### src/rtl/ovf_irq_pkg.sv
package ovf_irq_pkg;

  typedef enum logic {
    LVL_LOW  = 1'b0,
    LVL_HIGH = 1'b1
  } lvl_e;

  // Number of event counters a given N enables, limited to what exists.
  function automatic int clamp_impl(input int n, input int cnt_max);
    return (n > cnt_max) ? cnt_max : n;
  endfunction

endpackage

### src/rtl/ovf_valid_mask.sv
module ovf_valid_mask #(
  parameter int CNT_MAX = 31,
  parameter int NW      = 5,
  localparam int VW     = CNT_MAX + 1
) (
  input  logic          clk_i,
  input  logic          rst_i,
  input  logic [NW-1:0] impl_n_i,
  output logic [VW-1:0] mask_o
);
  import ovf_irq_pkg::*;

  genvar i;
  generate
    for (i = 0; i < CNT_MAX; i++) begin : g_evt
      assign mask_o[i] = ({1'b0, impl_n_i} > (NW+1)'(i));
    end
  endgenerate

  // cycle counter always implemented
  assign mask_o[CNT_MAX] = 1'b1;


  mask_pop_chk: assert property (@(posedge clk_i) disable iff (rst_i)
    $countones(mask_o) == clamp_impl(int'(impl_n_i), CNT_MAX) + 1);

endmodule

### src/rtl/ovf_status_combine.sv
module ovf_status_combine #(
  parameter int VW = 32
) (
  input  logic [VW-1:0] ovf_i,
  input  logic [VW-1:0] cen_i,
  input  logic [VW-1:0] ien_i,
  input  logic [VW-1:0] mask_i,
  input  logic          glb_i,
  output logic          any_o
);
  logic [VW-1:0] status;

  always_comb begin
    status = ovf_i & cen_i & ien_i & mask_i;
    if (!glb_i) status = '0;
    any_o = |status;
  end

endmodule

### src/rtl/ovf_level_reg.sv
module ovf_level_reg (
  input  logic clk_i,
  input  logic rst_i,
  input  logic any_i,
  output logic irq_o,
  output logic chg_o
);
  import ovf_irq_pkg::*;

  lvl_e lvl_q;
  logic chg_q;

  always_ff @(posedge clk_i) begin
    if (rst_i) begin
      lvl_q <= LVL_LOW;
      chg_q <= 1'b0;
    end else begin
      chg_q <= (any_i != lvl_q);
      if (any_i != lvl_q) lvl_q <= lvl_e'(any_i);
    end
  end

  assign irq_o = lvl_q;
  assign chg_o = chg_q;


  level_follow_chk: assert property (@(posedge clk_i) disable iff (rst_i)
    !rst_i |=> (irq_o == $past(any_i)));


  strobe_edge_chk: assert property (@(posedge clk_i) disable iff (rst_i)
    chg_o |-> (irq_o != $past(irq_o)));


  steady_quiet_chk: assert property (@(posedge clk_i) disable iff (rst_i)
    (irq_o == $past(irq_o)) |-> !chg_o);

endmodule

### src/rtl/ovf_irq_aggr.sv
module ovf_irq_aggr #(
  parameter int CNT_MAX = 31,
  localparam int VW     = CNT_MAX + 1,
  localparam int NW     = $clog2(CNT_MAX + 1)
) (
  input  logic          clk_i,
  input  logic          rst_i,
  input  logic [VW-1:0] ovf_flags_i,
  input  logic [VW-1:0] cnt_en_i,
  input  logic [VW-1:0] int_en_i,
  input  logic [NW-1:0] impl_n_i,
  input  logic          glb_en_i,
  output logic          irq_o,
  output logic          irq_chg_o
);
  logic [VW-1:0] valid_mask;
  logic          any_hit;

  ovf_valid_mask #(.CNT_MAX(CNT_MAX), .NW(NW)) u_mask (
    .clk_i    (clk_i),
    .rst_i    (rst_i),
    .impl_n_i (impl_n_i),
    .mask_o   (valid_mask)
  );

  ovf_status_combine #(.VW(VW)) u_comb (
    .ovf_i  (ovf_flags_i),
    .cen_i  (cnt_en_i),
    .ien_i  (int_en_i),
    .mask_i (valid_mask),
    .glb_i  (glb_en_i),
    .any_o  (any_hit)
  );

  ovf_level_reg u_lvl (
    .clk_i (clk_i),
    .rst_i (rst_i),
    .any_i (any_hit),
    .irq_o (irq_o),
    .chg_o (irq_chg_o)
  );


  glb_off_chk: assert property (@(posedge clk_i) disable iff (rst_i)
    !glb_en_i |=> !irq_o);


  rise_cause_chk: assert property (@(posedge clk_i) disable iff (rst_i)
    $rose(irq_o) |-> ($past(|(ovf_flags_i & cnt_en_i & int_en_i)) && $past(glb_en_i)));


  clear_drop_chk: assert property (@(posedge clk_i) disable iff (rst_i)
    ((ovf_flags_i & cnt_en_i & int_en_i) == '0) |=> !irq_o);

endmodule

### config.mk
export PLATFORM = sky130hd
export DESIGN_NAME = ovf_irq_aggr
export DESIGN_NICKNAME = d
export VERILOG_FILES = /design/src/rtl/ovf_irq_pkg.sv /design/src/rtl/ovf_valid_mask.sv /design/src/rtl/ovf_status_combine.sv /design/src/rtl/ovf_level_reg.sv /design/src/rtl/ovf_irq_aggr.sv
export SDC_FILE = /design/constraint.sdc
export NUM_CORES = 1
export LEC_CHECK = 0
export BUFFER_PORTS_ARGS = -buffer_cell sky130_fd_sc_hd__buf_2
export CAP_MARGIN = 30
export CORE_UTILIZATION = 31
export DETAILED_ROUTE_END_ITERATION = 6
export PLACE_DENSITY = 0.89
export SYNTH_ARGS = -nofsm -noshare
export SYNTH_HDL_FRONTEND = slang
export SYNTH_SLANG_ARGS = --single-unit
export TNS_END_PERCENT = 20
### constraint.sdc
create_clock -name clk_i -period 2.6 [get_ports clk_i]
set_clock_uncertainty 0.05 [all_clocks]
set_input_delay 0.39 -clock clk_i [delete_from_list [all_inputs] [get_ports clk_i]]
set_output_delay 0.39 -clock clk_i [all_outputs]
set_load 0.02 [all_outputs]
==> impl_metrics.json, run 1 <==
{
  "outcome": "completed",
  "cts_root_buffer": "clkbuf_4",
  "critPathTopFamily": "compound AO/OA/AOI/OAI gates",
  "synth_seq_cells": 2,
  "endpoint_kind": "flip-flop",
  "ir_drop_mv": 0.142,
  "ys.warnings.count": 0,
  "yosysTopAreaCell": "nand3_1",
  "cp_slowest_stage_delay_ns": 0.50,
  "timing.max_slew.rel_slack": 0.785,
  "start_util": 0.337,
  "cp.required_ns": 2.70,
  "cts_tree": "done",
  "reg2reg_depth": 5,
  "fmax_mhz": 521,
  "synthCells": 113,
  "core_area_sq_um": 2000,
  "power.density_nw_per_um2": 223,
  "path_max_fanout": 13,
  "timing.rr.start": "u_lvl.irq_o",
  "via_per_inst": 5.40,
  "drt_iter0_markers": 36,
  "crit_type": "in2reg",
  "max_cap_violations": 0,
  "avgSynthCellArea_sq_um": 5.97,
  "dieArea_sq_um": 2370,
  "start_kind": "primary input",
  "clock-sinks": 2,
  "cts_setup_buffers": 0,
  "hold_buffers": 0,
  "final_cell_area_sq_um": 1210,
  "placed_area_sq_um": 1190,
  "grt_pass1_wl_mm": 4.43,
  "synth_ff_type": "dfxtp_1",
  "ant_nets": 0,
  "synthTopCellsByArea": "nand3_1, a21oi_1, nand4_1",
  "grtUsageTotal": 0.227,
  "hold_violations": 0,
  "netlist_area_sq_um": 674,
  "hold_depth": 2,
  "layout-area-overhead-vs-synth_pct": 80.0,
  "clockBufferDepth": 2,
  "hold_class": "in2reg",
  "tns_ns": 0,
  "pin_count": 106,
  "finalCritPeriodShare": 0.738,
  "rrSetupSlack_ns": 1.46,
  "slew_violations": 0,
  "wl_mm": 2.79,
  "cp.buffers_inverters": 1,
  "netlist.area_leader.share": 0.215,
  "htreeDepth": 1,
  "clk_latency_ns": 0.23,
  "leakagePower_nw": 0.639,
  "drc": 0,
  "critPathArrivalTime_ns": 2.02,
  "reg2reg_to": "u_lvl.chg_o",
  "synth-edff-count": 0,
  "grt_overflow": 0,
  "rows": 16,
  "cp_num_cells": 7,
  "endpoint": "u_lvl.chg_o",
  "drive_gt1_frac": 0.514,
  "clk_pin_slew_worst_paths_ns": 0.03,
  "synth.distinct_cells": 33,
  "port_buffers": 105,
  "dr_total_vias": 1313,
  "numCtsBuffers": 3,
  "die_x_microns": 48.6,
  "finalSetupViolCount": 0,
  "synthArstFlopShare": 0,
  "grt_max_degree": 15,
  "firstDrtPassIters": 4,
  "finalNetCount": 322,
  "path_cells": "buf_2, o2111ai_1, a21oi_1, o31ai_1, o21ai_1, or4b_1, o211ai_1",
  "syn_nets": 217,
  "hpwl_mm": 2.34,
  "fp.dieH_microns": 48.6,
  "ys_seq_area_frac": 0.0594,
  "drt-wirelength-per-cell_microns": 11.5,
  "cts_resized": 0,
  "rsz0062_at_grt": "no",
  "grt_pass1_vias": 1121,
  "antenna_found_initial": 0,
  "slowest_stage": "or4b_1",
  "gp_congestion": 0.936,
  "min_period_ns": 1.92,
  "startpoint": "impl_n_i[3]",
  "n_antenna_cell": 0,
  "worst_pin_slew_ns": 0.322
}
-- metrics by stage --
step                      setup WS, ns  utilization  instances  hold WS [ns]  power [W]
final                            0.682        0.606        243         0.376   0.000271
after global placement           0.519        0.595        240         0.549   0.000196
after floorplan                  0.789            -        113         0.471   0.000109
after global routing             0.596        0.606        243         0.387   0.000293
after detailed placement         0.473        0.595        240         0.563   0.000200
after CTS                        0.707        0.606        243         0.368   0.000274
-- synthesized netlist by cell type (3+ instances only) --
| cell | count |
|---|---|
| o21ai_0 | 5 |
| nand3_1 | 29 |
| o21ai_1 | 6 |
| nand4_1 | 7 |
| buf_6 | 3 |
| a31oi_1 | 4 |
| a21oi_1 | 11 |
| nor2_1 | 3 |
| o31ai_1 | 4 |
| nand2_1 | 9 |
| nor3_1 | 4 |
| inv_1 | 3 |
-- state kept, by name, summed over array words and instances (netlist names) --
signal / count
u_lvl.irq_o: 1
u_lvl.chg_o: 1
-- cell usage in the layout, fill, tap and decap left out, drive strengths merged --
cell type | synthesis | layout
o311a | 1 | 1
nor3b | 2 | 2
o22ai | 1 | 1
or4b | 1 | 1
a211oi | 2 | 2
a21o | 1 | 1
or2 | 2 | 2
o32ai | 1 | 1
o31ai | 4 | 4
o21ai | 11 | 11
a21oi | 11 | 11
a41oi | 1 | 1
buf | 4 | 105
o221ai | 1 | 1
a31oi | 4 | 4
nand4 | 7 | 7
o2111ai | 1 | 1
dfxtp | 2 | 2
o211ai | 2 | 2
and3 | 1 | 1
inv | 4 | 4
nor4 | 1 | 1
nand3 | 29 | 29
nor2 | 3 | 3
nand2 | 9 | 9
nand4b | 1 | 1
nor3 | 5 | 5
clkbuf | 1 | 3
-- where the power goes --
group          internal, W  switching [W]
Clock            0.0000510      0.0000194
Sequential       0.0000346     0.00000144
Combinational    0.0000863      0.0000783
-- logic make-up after synthesis --
kind of cell | synth area share
buf+inv | 0.0853
simple gates | 0.479
flops | 0.0594
compound gates | 0.377
-- area by class of cell --
| type | instances | area (sq um) |
|---|---|---|
| well taps | 27 | 33.8 |
| fillers | 222 | 788 |
| repair buffers | 105 | 526 |
| inverters | 4 | 15.0 |
| flip-flops and latches | 2 | 40.0 |
| clock buffers | 3 | 22.5 |
| multi-input cells | 102 | 577 |
-- how the worst min path moves through the flow --
| stage | from | to | slack, ns |
|---|---|---|---|
| final | glb_en_i | u_lvl.irq_o | 0.38 |
| after global routing | glb_en_i | u_lvl.irq_o | 0.39 |
| after detailed placement | u_lvl.irq_o | u_lvl.chg_o | 0.56 |
| after global placement | u_lvl.irq_o | u_lvl.chg_o | 0.55 |
| after CTS | glb_en_i | u_lvl.irq_o | 0.37 |
| after floorplan | glb_en_i | u_lvl.irq_o | 0.47 |
-- layer usage --
layer | up-vias | wire, microns | GRT usage
met4 | 0 | 9 | 0.0539
met5 | - | 0 | 0
met1 | 582 | 1090 | 0.266
li1 | 658 | - | -
met3 | 2 | 261 | 0.0440
met2 | 71 | 1440 | 0.417
Power figures use the tool's default switching activity.
==> inputs of run 2 (changes only) <==
--- a/config.mk
+++ b/config.mk
@@ -7,9 +7,9 @@
 export LEC_CHECK = 0
 export BUFFER_PORTS_ARGS = -buffer_cell sky130_fd_sc_hd__buf_2
 export CAP_MARGIN = 30
-export CORE_UTILIZATION = 31
+export CORE_UTILIZATION = 29
 export DETAILED_ROUTE_END_ITERATION = 6
-export PLACE_DENSITY = 0.89
+export PLACE_DENSITY = 0.85
 export SYNTH_ARGS = -nofsm -noshare
 export SYNTH_HDL_FRONTEND = slang
 export SYNTH_SLANG_ARGS = --single-unit
==> constraint.sdc (replaced) <==
create_clock -name clk_i -period 1.9 [get_ports clk_i]
set_clock_uncertainty 0.05 [all_clocks]
set_input_delay 0.285 -clock clk_i [delete_from_list [all_inputs] [get_ports clk_i]]
set_output_delay 0.285 -clock clk_i [all_outputs]
set_load 0.02 [all_outputs]
==> run 2 against run 1 <==
Compared with the run above: design area up 11%; power up 48%; critical endpoint is now u_lvl.irq_o; first-iteration DRC count down 2.8%; combinational power up 55%; register-to-register slack worse by 0.72 ns; global-route usage down 1.2 points; sequential share of layout area down 0.32 points; via count up 3.7%; clock power up 36%; utilization up 0.18 points; clock-buffer cell count unchanged; die area up 6.6%.
==> impl_metrics.json, run 2 (synthesized netlist as in run 1, its figures left out) <==
{
  "clock-sinks": 2,
  "rsz0062_at_grt": "no",
  "timing.max_slew.rel_slack": 0.780,
  "multiInputGateArea_sq_um": 577,
  "rrSetupSlack_ns": 0.74,
  "min_period_ns": 1.79,
  "drc": 0,
  "endpoint": "u_lvl.irq_o",
  "hold_buffers": 0,
  "finalNetCount": 336,
  "final_cell_mix": "buf_2, nand3_1, buf_4, a21oi_1, nand2_1",
  "placedCellCount": 255,
  "cts_tree": "done",
  "nFillCells": 238,
  "hold_violations": 0,
  "ir_drop_mv": 0.194,
  "crit_type": "in2reg",
  "cts_root_buffer": "clkbuf_4",
  "layout-area-overhead-vs-synth_pct": 99.4,
  "dieArea_sq_um": 2520,
  "drt_iter0_markers": 35,
  "clk_latency_ns": 0.23,
  "outcome": "completed",
  "leakagePower_nw": 0.715,
  "path_max_fanout": 7,
  "port_buffers": 105,
  "clockBufferDepth": 2,
  "hold_class": "in2reg",
  "grt_max_degree": 12,
  "finalSetupViolCount": 0,
  "numCtsBuffers": 3,
  "firstDrtPassIters": 4,
  "mostFrequentLayoutCell": "buf_2",
  "ff_latch_area_sq_um": 40.0,
  "critPathArrivalTime_ns": 1.85,
  "finalCritPeriodShare": 0.940,
  "startpoint": "impl_n_i[1]",
  "hpwl_mm": 2.44,
  "placed_area_sq_um": 1320,
  "htreeDepth": 1,
  "dr_total_vias": 1361,
  "min-delay-start": "glb_en_i",
  "finalPower_w": 0.000400,
  "core_area_sq_um": 2210,
  "grt_pass1_vias": 1080,
  "wl_mm": 2.70,
  "cts_setup_buffers": 0,
  "via_per_inst": 5.28,
  "timing.rr.start": "u_lvl.irq_o",
  "slew_violations": 0,
  "start_util": 0.305,
  "endpoint_kind": "flip-flop",
  "cp.required_ns": 1.96,
  "hold_depth": 2,
  "grt_overflow": 0,
  "reg2reg_to": "u_lvl.chg_o",
  "cts_resized": 0,
  "antenna_found_initial": 0,
  "grt_pass1_wl_mm": 4.25,
  "power.density_nw_per_um2": 297,
  "die_x_microns": 50.2,
  "rows": 17,
  "n_antenna_cell": 0,
  "clk_pin_slew_worst_paths_ns": 0.03,
  "reg2reg_depth": 5,
  "fmax_mhz": 560,
  "finalCoreUtilization": 0.608,
  "fp.dieH_microns": 50.2,
  "grtUsageTotal": 0.214,
  "ant_nets": 0,
  "gp_congestion": 0.851,
  "worst_pin_slew_ns": 0.329,
  "drt-wirelength-per-cell_microns": 10.5,
  "pin_count": 106,
  "max_cap_violations": 0,
  "start_kind": "primary input",
  "final_cells": 258,
  "final_cell_area_sq_um": 1350,
  "drive_gt1_frac": 0.543
}
==> run 2: cell count changes in the layout (fill, tap and decap cells not counted) <==
| cell | change |
|---|---|
| buf_4 | +12 |
| buf_12 | +2 |
==> run 2: cell type report <==
| class | count | share of cell area |
|---|---|---|
| inverter | 4 | 0.0112 |
| clock buffer | 3 | 0.0167 |
| multi-input combinational | 102 | 0.429 |
| timing repair buffer | 119 | 0.487 |
| tap | 28 | 0.0260 |
| sequential | 2 | 0.0298 |
==> run 2: worst max-delay path: stages <==
cell     delay (ns)
buf_2          0.14
nor3_1         0.27
o21ai_1        0.12
nor4_1         0.28
nand4_1        0.14
or2_1          0.26
o311a_1        0.34
==> run 2: metal layers <==
metal  vias up  part of all wire  global-route usage
li1        687                 -                   -
met1       590              0.40               0.254
met2        80              0.48               0.380
met3         4              0.10              0.0242
met4         0             0.013              0.0952
met5         -                 0                   0
==> run 2: worst min-delay path by stage <==
stage / endpoint
after floorplan: u_lvl.irq_o
after global placement: u_lvl.irq_o
after detailed placement: u_lvl.irq_o
after CTS: u_lvl.irq_o
after global routing: u_lvl.irq_o
final: u_lvl.irq_o
==> run 2: where the power goes <==
| group | leakage [nW] | total, W | switching (W) | internal, W |
|---|---|---|---|---|
| combinational | 0.685 | 0.000255 | 0.000110 | 0.000144 |
| sequential | 0.0167 | 0.0000495 | 0.00000207 | 0.0000474 |
| clock | 0.0138 | 0.0000959 | 0.0000261 | 0.0000698 |
==> run 2: per-stage QoR <==
| step | hold slack, ns | setup slack (ns) | setup TNS (ns) |
|---|---|---|---|
| finish | 0.264 | 0.114 | 0 |
| global route | 0.264 | 0.0303 | 0 |
| CTS | 0.264 | 0.135 | 0 |
| detailed placement | 0.500 | -0.0983 | -0.120 |
| global placement | 0.492 | -0.0185 | -0.0185 |
| floorplan | 0.366 | 0.194 | 0 |
